<file path="config.mk">
export PLATFORM = sky130hd
export DESIGN_NAME = wb_dual_ram
export DESIGN_NICKNAME = d
export VERILOG_FILES = /design/src/rtl/wb_dual_ram_pkg.sv /design/src/rtl/dpram_byte_lane.sv /design/src/rtl/wb_ack_fsm.sv /design/src/rtl/wb_dual_ram.sv
export SDC_FILE = /design/constraint.sdc
export NUM_CORES = 2
export LEC_CHECK = 0
export BUFFER_PORTS_ARGS = -buffer_cell sky130_fd_sc_hd__buf_4
export CELL_PAD_IN_SITES_DETAIL_PLACEMENT = 0
export CELL_PAD_IN_SITES_GLOBAL_PLACEMENT = 2
export CORE_ASPECT_RATIO = 1.1
export CORE_MARGIN = 2
export CORE_UTILIZATION = 49
export DETAILED_ROUTE_END_ITERATION = 8
export GPL_TIMING_DRIVEN = 0
export PLACE_DENSITY = 0.8
export SYNTH_ARGS = -nofsm -noshare
export SYNTH_HDL_FRONTEND = slang
export SYNTH_HIERARCHICAL = 1
export SYNTH_SLANG_ARGS = --single-unit
</file>
<file path="constraint.sdc">
create_clock -name clk -period 4.3 [get_ports clk]
set_input_delay 0.43 -clock clk [delete_from_list [all_inputs] [get_ports clk]]
set_output_delay 0.43 -clock clk [all_outputs]
set_load 0.02 [all_outputs]
</file>
<file path="src/rtl/wb_dual_ram_pkg.sv">
package wb_dual_ram_pkg;
    typedef enum logic [0:0] {
        ST_IDLE = 1'b0,
        ST_ACK  = 1'b1
    } ack_state_t;
endpackage

</file>
<file path="src/rtl/dpram_byte_lane.sv">
module dpram_byte_lane #(
    parameter int ADDR_W = 6,
    parameter int LANE_W = 8
) (
    input  logic              clk,
    input  logic              rst_n,
    input  logic              a_en,
    input  logic              a_we,
    input  logic [ADDR_W-1:0] a_addr,
    input  logic [LANE_W-1:0] a_wdata,
    output logic [LANE_W-1:0] a_rdata,
    input  logic              b_en,
    input  logic [ADDR_W-1:0] b_addr,
    output logic [LANE_W-1:0] b_rdata
);
    localparam int DEPTH = 1 << ADDR_W;

    logic [LANE_W-1:0] mem [DEPTH];

    // Storage has no reset; only the read registers do.
    always_ff @(posedge clk) begin
        if (a_en && a_we) begin
            mem[a_addr] <= a_wdata;
        end
    end

    // Both read registers sample the pre-write contents (read-before-write).
    always_ff @(posedge clk or negedge rst_n) begin
        if (!rst_n) begin
            a_rdata <= '0;
            b_rdata <= '0;
        end else begin
            if (a_en) a_rdata <= mem[a_addr];
            if (b_en) b_rdata <= mem[b_addr];
        end
    end


    lane_b_hold_chk: assert property (@(posedge clk) disable iff (!rst_n)
        !b_en |=> $stable(b_rdata));

endmodule

</file>
<file path="src/rtl/wb_ack_fsm.sv">
module wb_ack_fsm
    import wb_dual_ram_pkg::*;
(
    input  logic clk,
    input  logic rst_n,
    input  logic cyc,
    input  logic stb,
    output logic accept,
    output logic ack
);
    ack_state_t state_q, state_d;

    always_ff @(posedge clk or negedge rst_n) begin
        if (!rst_n) state_q <= ST_IDLE;
        else        state_q <= state_d;
    end

    always_comb begin
        state_d = state_q;
        accept  = 1'b0;
        ack     = 1'b0;
        unique case (state_q)
            ST_IDLE: begin
                if (cyc && stb) begin
                    accept  = 1'b1;
                    state_d = ST_ACK;
                end
            end
            ST_ACK: begin
                ack     = 1'b1;
                state_d = ST_IDLE;
            end
            default: state_d = ST_IDLE;
        endcase
    end


    ack_single_pulse_chk: assert property (@(posedge clk) disable iff (!rst_n)
        ack |=> !ack);


    req_gets_ack_chk: assert property (@(posedge clk) disable iff (!rst_n)
        (!ack && cyc && stb) |=> ack);


    no_spurious_ack_chk: assert property (@(posedge clk) disable iff (!rst_n)
        !(cyc && stb) |=> !ack);

endmodule

</file>
<file path="src/rtl/wb_dual_ram.sv">
module wb_dual_ram #(
    parameter int ADDR_W = 6,
    parameter int DATA_W = 32
) (
    input  logic        clk,
    input  logic        rst_n,
    input  logic        i_cyc,
    input  logic        i_stb,
    input  logic [31:0] i_adr,
    output logic [31:0] i_dat_o,
    output logic        i_ack,
    input  logic        d_cyc,
    input  logic        d_stb,
    input  logic        d_we,
    input  logic [31:0] d_adr,
    input  logic [3:0]  d_sel,
    input  logic [31:0] d_dat_i,
    output logic [31:0] d_dat_o,
    output logic        d_ack
);
    localparam int LANE_W = 8;
    localparam int LANES  = DATA_W / LANE_W;
    localparam int IDX_LO = 2;
    localparam int IDX_HI = ADDR_W + IDX_LO - 1;

    logic              i_accept, d_accept;
    logic [ADDR_W-1:0] i_idx, d_idx;

    assign i_idx = i_adr[IDX_HI:IDX_LO];
    assign d_idx = d_adr[IDX_HI:IDX_LO];

    logic unused_adr_bits;
    assign unused_adr_bits = ^{i_adr[31:IDX_HI+1], i_adr[IDX_LO-1:0],
                               d_adr[31:IDX_HI+1], d_adr[IDX_LO-1:0]};

    wb_ack_fsm u_i_ack (
        .clk(clk), .rst_n(rst_n), .cyc(i_cyc), .stb(i_stb),
        .accept(i_accept), .ack(i_ack)
    );

    wb_ack_fsm u_d_ack (
        .clk(clk), .rst_n(rst_n), .cyc(d_cyc), .stb(d_stb),
        .accept(d_accept), .ack(d_ack)
    );

    for (genvar g = 0; g < LANES; g++) begin : g_lane
        dpram_byte_lane #(.ADDR_W(ADDR_W), .LANE_W(LANE_W)) u_lane (
            .clk     (clk),
            .rst_n   (rst_n),
            .a_en    (d_accept),
            .a_we    (d_we && d_sel[g]),
            .a_addr  (d_idx),
            .a_wdata (d_dat_i[g*LANE_W +: LANE_W]),
            .a_rdata (d_dat_o[g*LANE_W +: LANE_W]),
            .b_en    (i_accept),
            .b_addr  (i_idx),
            .b_rdata (i_dat_o[g*LANE_W +: LANE_W])
        );
    end


    d_dat_hold_chk: assert property (@(posedge clk) disable iff (!rst_n)
        !(d_cyc && d_stb) |=> $stable(d_dat_o));


    port_independent_chk: assert property (@(posedge clk) disable iff (!rst_n)
        (!i_ack && i_cyc && i_stb && !d_ack && d_cyc && d_stb) |=> (i_ack && d_ack));

endmodule

</file>
# == Word level (Yosys, flattened, before mapping) ==
# Memory sizes are Yosys's and may differ from the RTL's. A register that Yosys moved wholly into a read port is not among the register bits.
# Index checks and enable logic that the tools add are counted.
# totals
reg_bits,2
ram_bits,2048
in_bits,107
out_inout_bits,66
word_cells,42
n_memories,4
# op_classes
muxes,16
bitwise_logic,2
reduce_logical,18
# mem_list
memory,depth,word_bits,read_ports,rd_ports_with_merged_regs,wr,line,rtl
g_lane[0].u_lane.mem,64,8,2,2,1,dpram_byte_lane.sv:18,logic [LANE_W-1:0] mem [DEPTH];
g_lane[1].u_lane.mem,64,8,2,2,1,dpram_byte_lane.sv:18,
g_lane[2].u_lane.mem,64,8,2,2,1,dpram_byte_lane.sv:18,
g_lane[3].u_lane.mem,64,8,2,2,1,dpram_byte_lane.sv:18,
# ops
cell,n
1-bit two-way mux,14
1-bit logical AND,10
1-bit zero test,8
1-bit case mux with 2 select lines,2
1-bit inverter,2

# == Longest topological paths before layout ==
# depth
depth_word,6
ltp_mapped,10
depth_no_buf,6

# == Modules after synthesis ==
# Netlist, hierarchy kept.
# modules_own_cells
mod,n_inst,cells_each,area_per_inst_um2,seq_area_each_um2
dpram_byte_lane,4,1514,24916.4,15775.1
wb_ack_fsm,2,2,33.8,25.0
wb_dual_ram,1,4,25.0,0.0

# == Least setup slack after synthesis ==
# No wires, ideal clock.
# synth_path
path_kind,flip-flop to flip-flop
startpoint,register u_i_ack.state_q
endpoint,"register g_lane[0].u_lane.b_rdata[0], read port of g_lane[0].u_lane.mem"
setup_ns,0.066
arrival_time_ns,2.304
required_time_ns,4.234
path_slack_ns,1.930
path_stages_with_launch,8
path_buffers,2
period_less_slack_ns,2.370
path_cell_list,dfrtp_1 -> and3b_1 -> nor2b_1 -> buf_1 -> and3b_1 -> buf_1 -> a221oi_1 -> nand2_1
# synth_between
elab_chain_len,1
# synth_rtl
element,line,rtl
"start, declared",wb_ack_fsm.sv:11,"ack_state_t state_q, state_d;"
"start signal, assigned",wb_ack_fsm.sv:15,else state_q <= state_d;
1-bit two-way mux,wb_ack_fsm.sv:22,unique case (state_q)
via i_accept,wb_dual_ram.sv:26,"logic i_accept, d_accept;"
"end, declared",dpram_byte_lane.sv:14,output logic [LANE_W-1:0] b_rdata
# The timed path passes the listed nets, and every way through them passes these cells.

# == Final worst setup path ==
# layout_path
startpoint,register u_d_ack.state_q
endpoint,memory g_lane[2].u_lane.mem[41][5] (enable)
# layout_between
elab_chain_len,4
# layout_rtl
element,line,rtl
"start, declared",wb_ack_fsm.sv:11,
"start signal, assigned",wb_ack_fsm.sv:15,
1-bit two-way mux,wb_ack_fsm.sv:22,
via d_accept,wb_dual_ram.sv:26,
1-bit logical AND,dpram_byte_lane.sv:22,if (a_en && a_we) begin
1-bit two-way mux,dpram_byte_lane.sv:22,
1-bit two-way mux (not written as such),dpram_byte_lane.sv:23,mem[a_addr] <= a_wdata;
"end, declared",dpram_byte_lane.sv:18,
# The timed path passes the listed nets, and every way through them passes these cells.

==> results.md <==
- The run finished, with violations left.
- The checks that failed: capacitance limit, slew limit.
- The first global-routing pass estimated 557 mm of wire.
- The portion of total power attributed to sequential cells is 0.490.
- After synthesis, the most frequently instantiated cells are edfxtp_1, mux4_2, nor2_1.
- In this run the most used layer during global routing was met2.
- STA classifies the critical path endpoint as a register.
- In this run the power density over the cells is 421 mW/mm^2.
- The number of cell rows is 173.
- The worst setup path is of the register to register kind.
- Setup repair after global routing left no endpoint under its margin.
- The met2 track demand over resource in global routing is 0.576.
- In this run the count of I/O pins placed on the die edge is 173.
- In the synthesized netlist, the number of instances is 6064.
- Counting the buffers created by CTS gives 218.
- The number of pins exceeding their max-slew limit in the final report is 31.
- The final weighted congestion of routability-driven global placement is 1.05.
- The deepest level of the CTS H-tree is 4.
- The area of the die is 0.207 mm^2.
- The post-detailed-route via-to-cell ratio is 7.47.
- The post-CTS setup-driven buffer insertion count is 0.
- The fraction of registers with async set or reset after synthesis is 0.0312.
- Counting both buffers and inverters, the worst setup path holds a total of 1.
- Post-CTS repair changed the size of 0 cells.
- The final count of negative-setup-slack endpoints is 0.
- The startpoint of the worst-slack reg-to-reg timing path is u_d_ack/state_q.
- The number of global-route vias before repair is 66.3k.
- Headroom to the max-slew limit came out at -0.00912.
- Wires add up to 415 mm.
- The starting density of the core is 0.493.
- The setup slack after placement is 0.00557 ns.
- Total power for the finished layout comes to 46.8 mW.
- The number of optimization iterations in the first detailed-route pass is 8.
- The number of cells on the worst hold path is 2.
- The mean instance size in the synthesized netlist is 16.5 um^2.
- Among all cell types in the netlist, the one instantiated most often is edfxtp_1.
- In the finished design, the share of the clock period the worst path needs comes to 0.982.
- The launch point of the worst path is u_d_ack/state_q.
- The register bit count reported by yosys is 2114.
- The number of hold violations in the final report is 0.
- The path class of the tightest hold or removal check is input pin to register.
- For this design the static power due to leakage is 36.1 nW.
- The count of hold buffers inserted by post-cts repair is 1.
- Dividing the detail-routed wire length by the instance count gives 44.6 um.
- For this run, design rule violations remaining after detail routing come to 0.
- In this run the worst setup path terminates at g_lane[2].u_lane/mem[41][5].
- After clock tree synthesis, the clock-pin slew on the worst setup and hold paths is 0.06 ns.
- For this run, the slowest stage of the critical path takes 1.26 ns.
- At the pin with the least slew margin, the transition time is 1.51 ns.
- Of the total power, combinational logic draws 0.104.
- The fraction of the yosys area taken by sequential cells is 0.633.
- The count of filler cells inserted in the layout is 16.3k.
- The switching power is 11.7 mW.
- The via total after detailed routing is 69.5k.
- In this run, synthesis inferred 2048 flip-flops with an integrated enable.
- In this run the standard cell core region covers 0.202 mm^2.
- For this design, the sink count on the clock tree is 2114.
- The number of nets with antenna violations after routing is 0.
- TritonCTS built the clock tree.
- The footprint of the multi-input gates is 0.0337 mm^2.
- After detailed placement, the total cell area comes to 0.104 mm^2.
- Traced cell by cell, the critical path runs through and3b_1, clkbuf_1, nand2_1, nor2_1, nand2_1, nor2_1.
- The buffer cell driving the clock tree root is clkbuf_16.
- Counting buffers and inverters, the worst setup path is 6 cells deep.
- The relative contribution of the clock network to total power is 0.406.
- The routing usage on met3 is 0.121.
- The largest voltage drop on the vdd net is 0.438 mV.
- The met1 track demand over resource in global routing is 0.534.
- The count of maximum capacitance violations is 3.
- The top-area cell type share of the netlist area is 0.616.
- In the final layout, flip-flops and latches occupy 0.0632 mm^2.
- Measured along the y axis, the die boundary spans 477 um.
- The worst-path cell with the longest stage delay is nor2_1.
- The number of port buffers is 115.
- The worst setup path is launched from a register.
- Of the total power, the share spent switching nets is 0.250.
- The internal power of the cells is 35.1 mW.
- For this run, the total global-route usage over all layers was measured as 0.396.
- The kind of cell adding the most delay to the critical path is simple AND/OR/NAND/NOR gates.
- The final design area excluding fillers is 0.111 mm^2.
- The largest net degree at the start of global routing is 67.
- The initial antenna violation count came to 29.
- The minimum clock period after layout is 4.22 ns.
- The die is 434 um wide.
- The clock reaches the later pin of the worst-skew pair after 0.88 ns.
- The top flip-flop cell by instance count after synthesis is edfxtp_1.
- Along the worst path, the maximum fanout reaches 8.
- The logic depth of the worst register-to-register path is 6.
- The clock passes through at most 3 buffers.
- The critical path required time is 4.77 ns.
- After layout, the worst setup slack is 0.0788 ns.
- The number of nets in the synthesized netlist is 6171.
- Yosys attributes the largest share of cell area to edfxtp_1, mux4_2, mux2i_1.
- The overflow left after global routing is 0.
- The violation count after the first detailed-routing iteration is 13.0k.
- Data on the critical path arrives at its endpoint at 4.69 ns.
- The number of nets in the final layout is 6510.
- The biggest area contributor in the post-synthesis netlist is edfxtp_1.
- The layout-stage area growth over the synthesis result is 11.4%.
- The final core area utilization is 0.550.
- The worst flop-to-flop path endpoint is g_lane[2].u_lane/mem[41][5].
- The register-to-register setup slack is 0.08 ns.
- Clock skew on the completed layout was measured at 0.0322 ns.
- The combined area of all synthesized cells is 0.0998 mm^2.
- During synthesis, Yosys emitted a total of 6 warnings.
- The ratio of cells with drive above 1 in the final layout is 0.238.
- Synthesis instantiated 61 different standard cells from the library.
- The sum of net half-perimeters after detailed placement is 279 mm.
- Derived from the worst setup path, the maximum achievable clock frequency is 237 MHz.
## cells in the final DEF, fill, tap and decap left out, types with 15 or more instances in the layout
cell / instances
a21oi_1: 108
a221o_1: 24
a221oi_1: 240
a22oi_1: 140
a31oi_1: 44
and2_1: 16
buf_1: 32
buf_2: 148
buf_4: 178
buf_6: 77
bufinv_16: 20
clkbuf_1: 211
clkbuf_16: 223
clkinv_1: 30
clkinv_2: 36
clkinvlp_4: 15
dfrtp_1: 66
diode_2: 15
edfxtp_1: 2048
mux2_2: 160
mux2i_1: 492
mux4_2: 620
nand2_1: 196
nand2b_1: 20
nand3_1: 68
nor2_1: 572
nor2b_1: 68
o211ai_1: 20
o21ai_0: 240
o21ai_1: 16
o221ai_1: 48
o22a_1: 16
o22ai_1: 108
o32a_1: 24
## routing by layer
metal	vias to the layer above	part of all wire
li1	25832	-
met1	35976	0.36
met2	6291	0.43
met3	1357	0.14
met4	28	0.068
met5	-	0.00046
## cell families after synthesis
kind of cell,Yosys count,share of synthesized area
AO/OA/AOI/OAI,1116,0.0799
multiplexers,1300,0.212
buffers and inverters,500,0.0294
flip-flops,2114,0.633
AND/OR/NAND/NOR,1034,0.0460
## area by class of cell
| cell class | instances | area share |
|---|---|---|
| Antenna cell | 15 | 0.000338 |
| Buffer | 484 | 0.0259 |
| Clock buffer | 285 | 0.0533 |
| Clock inverter | 111 | 0.00984 |
| Inverter | 16 | 0.000540 |
| Multi-Input combinational cell | 3450 | 0.303 |
| Sequential cell | 2114 | 0.568 |
| Tap cell | 2712 | 0.0305 |
| Timing Repair Buffer | 119 | 0.00841 |
## how the worst min path moves through the flow
stage	from	endpoint
3_5_place_dp	g_lane[2].u_lane/a_rdata[4]	g_lane[2].u_lane/a_rdata[4]
5_1_grt	i_cyc	u_i_ack/state_q
3_3_place_gp	g_lane[1].u_lane/a_rdata[2]	g_lane[1].u_lane/a_rdata[2]
4_1_cts	i_cyc	u_i_ack/state_q
2_1_floorplan	rst_n	g_lane[0].u_lane/a_rdata[0]
6_report	i_cyc	u_i_ack/state_q
## worst register-to-register path, stage by stage, from the launching register on
cell	delay [ns]
dfrtp_1	0.37
and3b_1	0.89
clkbuf_1	0.54
nand2_1	0.15
nor2_1	0.22
nand2_1	0.36
nor2_1	1.26
## registers in the layout, indices dropped and copies added (netlist names)
name / flops
g_lane.u_lane/b_rdata: 32
u_d_ack/state_q: 1
g_lane.u_lane/a_rdata: 32
u_i_ack/state_q: 1
g_lane.u_lane/mem: 2048
## power groups by stage
stage | registers (mW) | logic, mW | clock network, mW
after floorplan | 23.4 | 2.27 | 0
after global placement | 23.3 | 4.63 | 0
after detailed placement | 23.3 | 4.66 | 0
after CTS | 22.9 | 4.67 | 19.1
after global routing | 22.9 | 4.90 | 19.8
final | 22.9 | 4.88 | 19.0
## stage by stage
stage	std cells	setup TNS (ns)	hold WS [ns]
after floorplan	6064	0	0.134
after global placement	8891	-4.48	0.560
after detailed placement	8892	0	0.557
after CTS	9289	0	0.0224
after global routing	9296	0	0.0503
final	9306	0	0.0676
(Power assumes the default switching activity.)
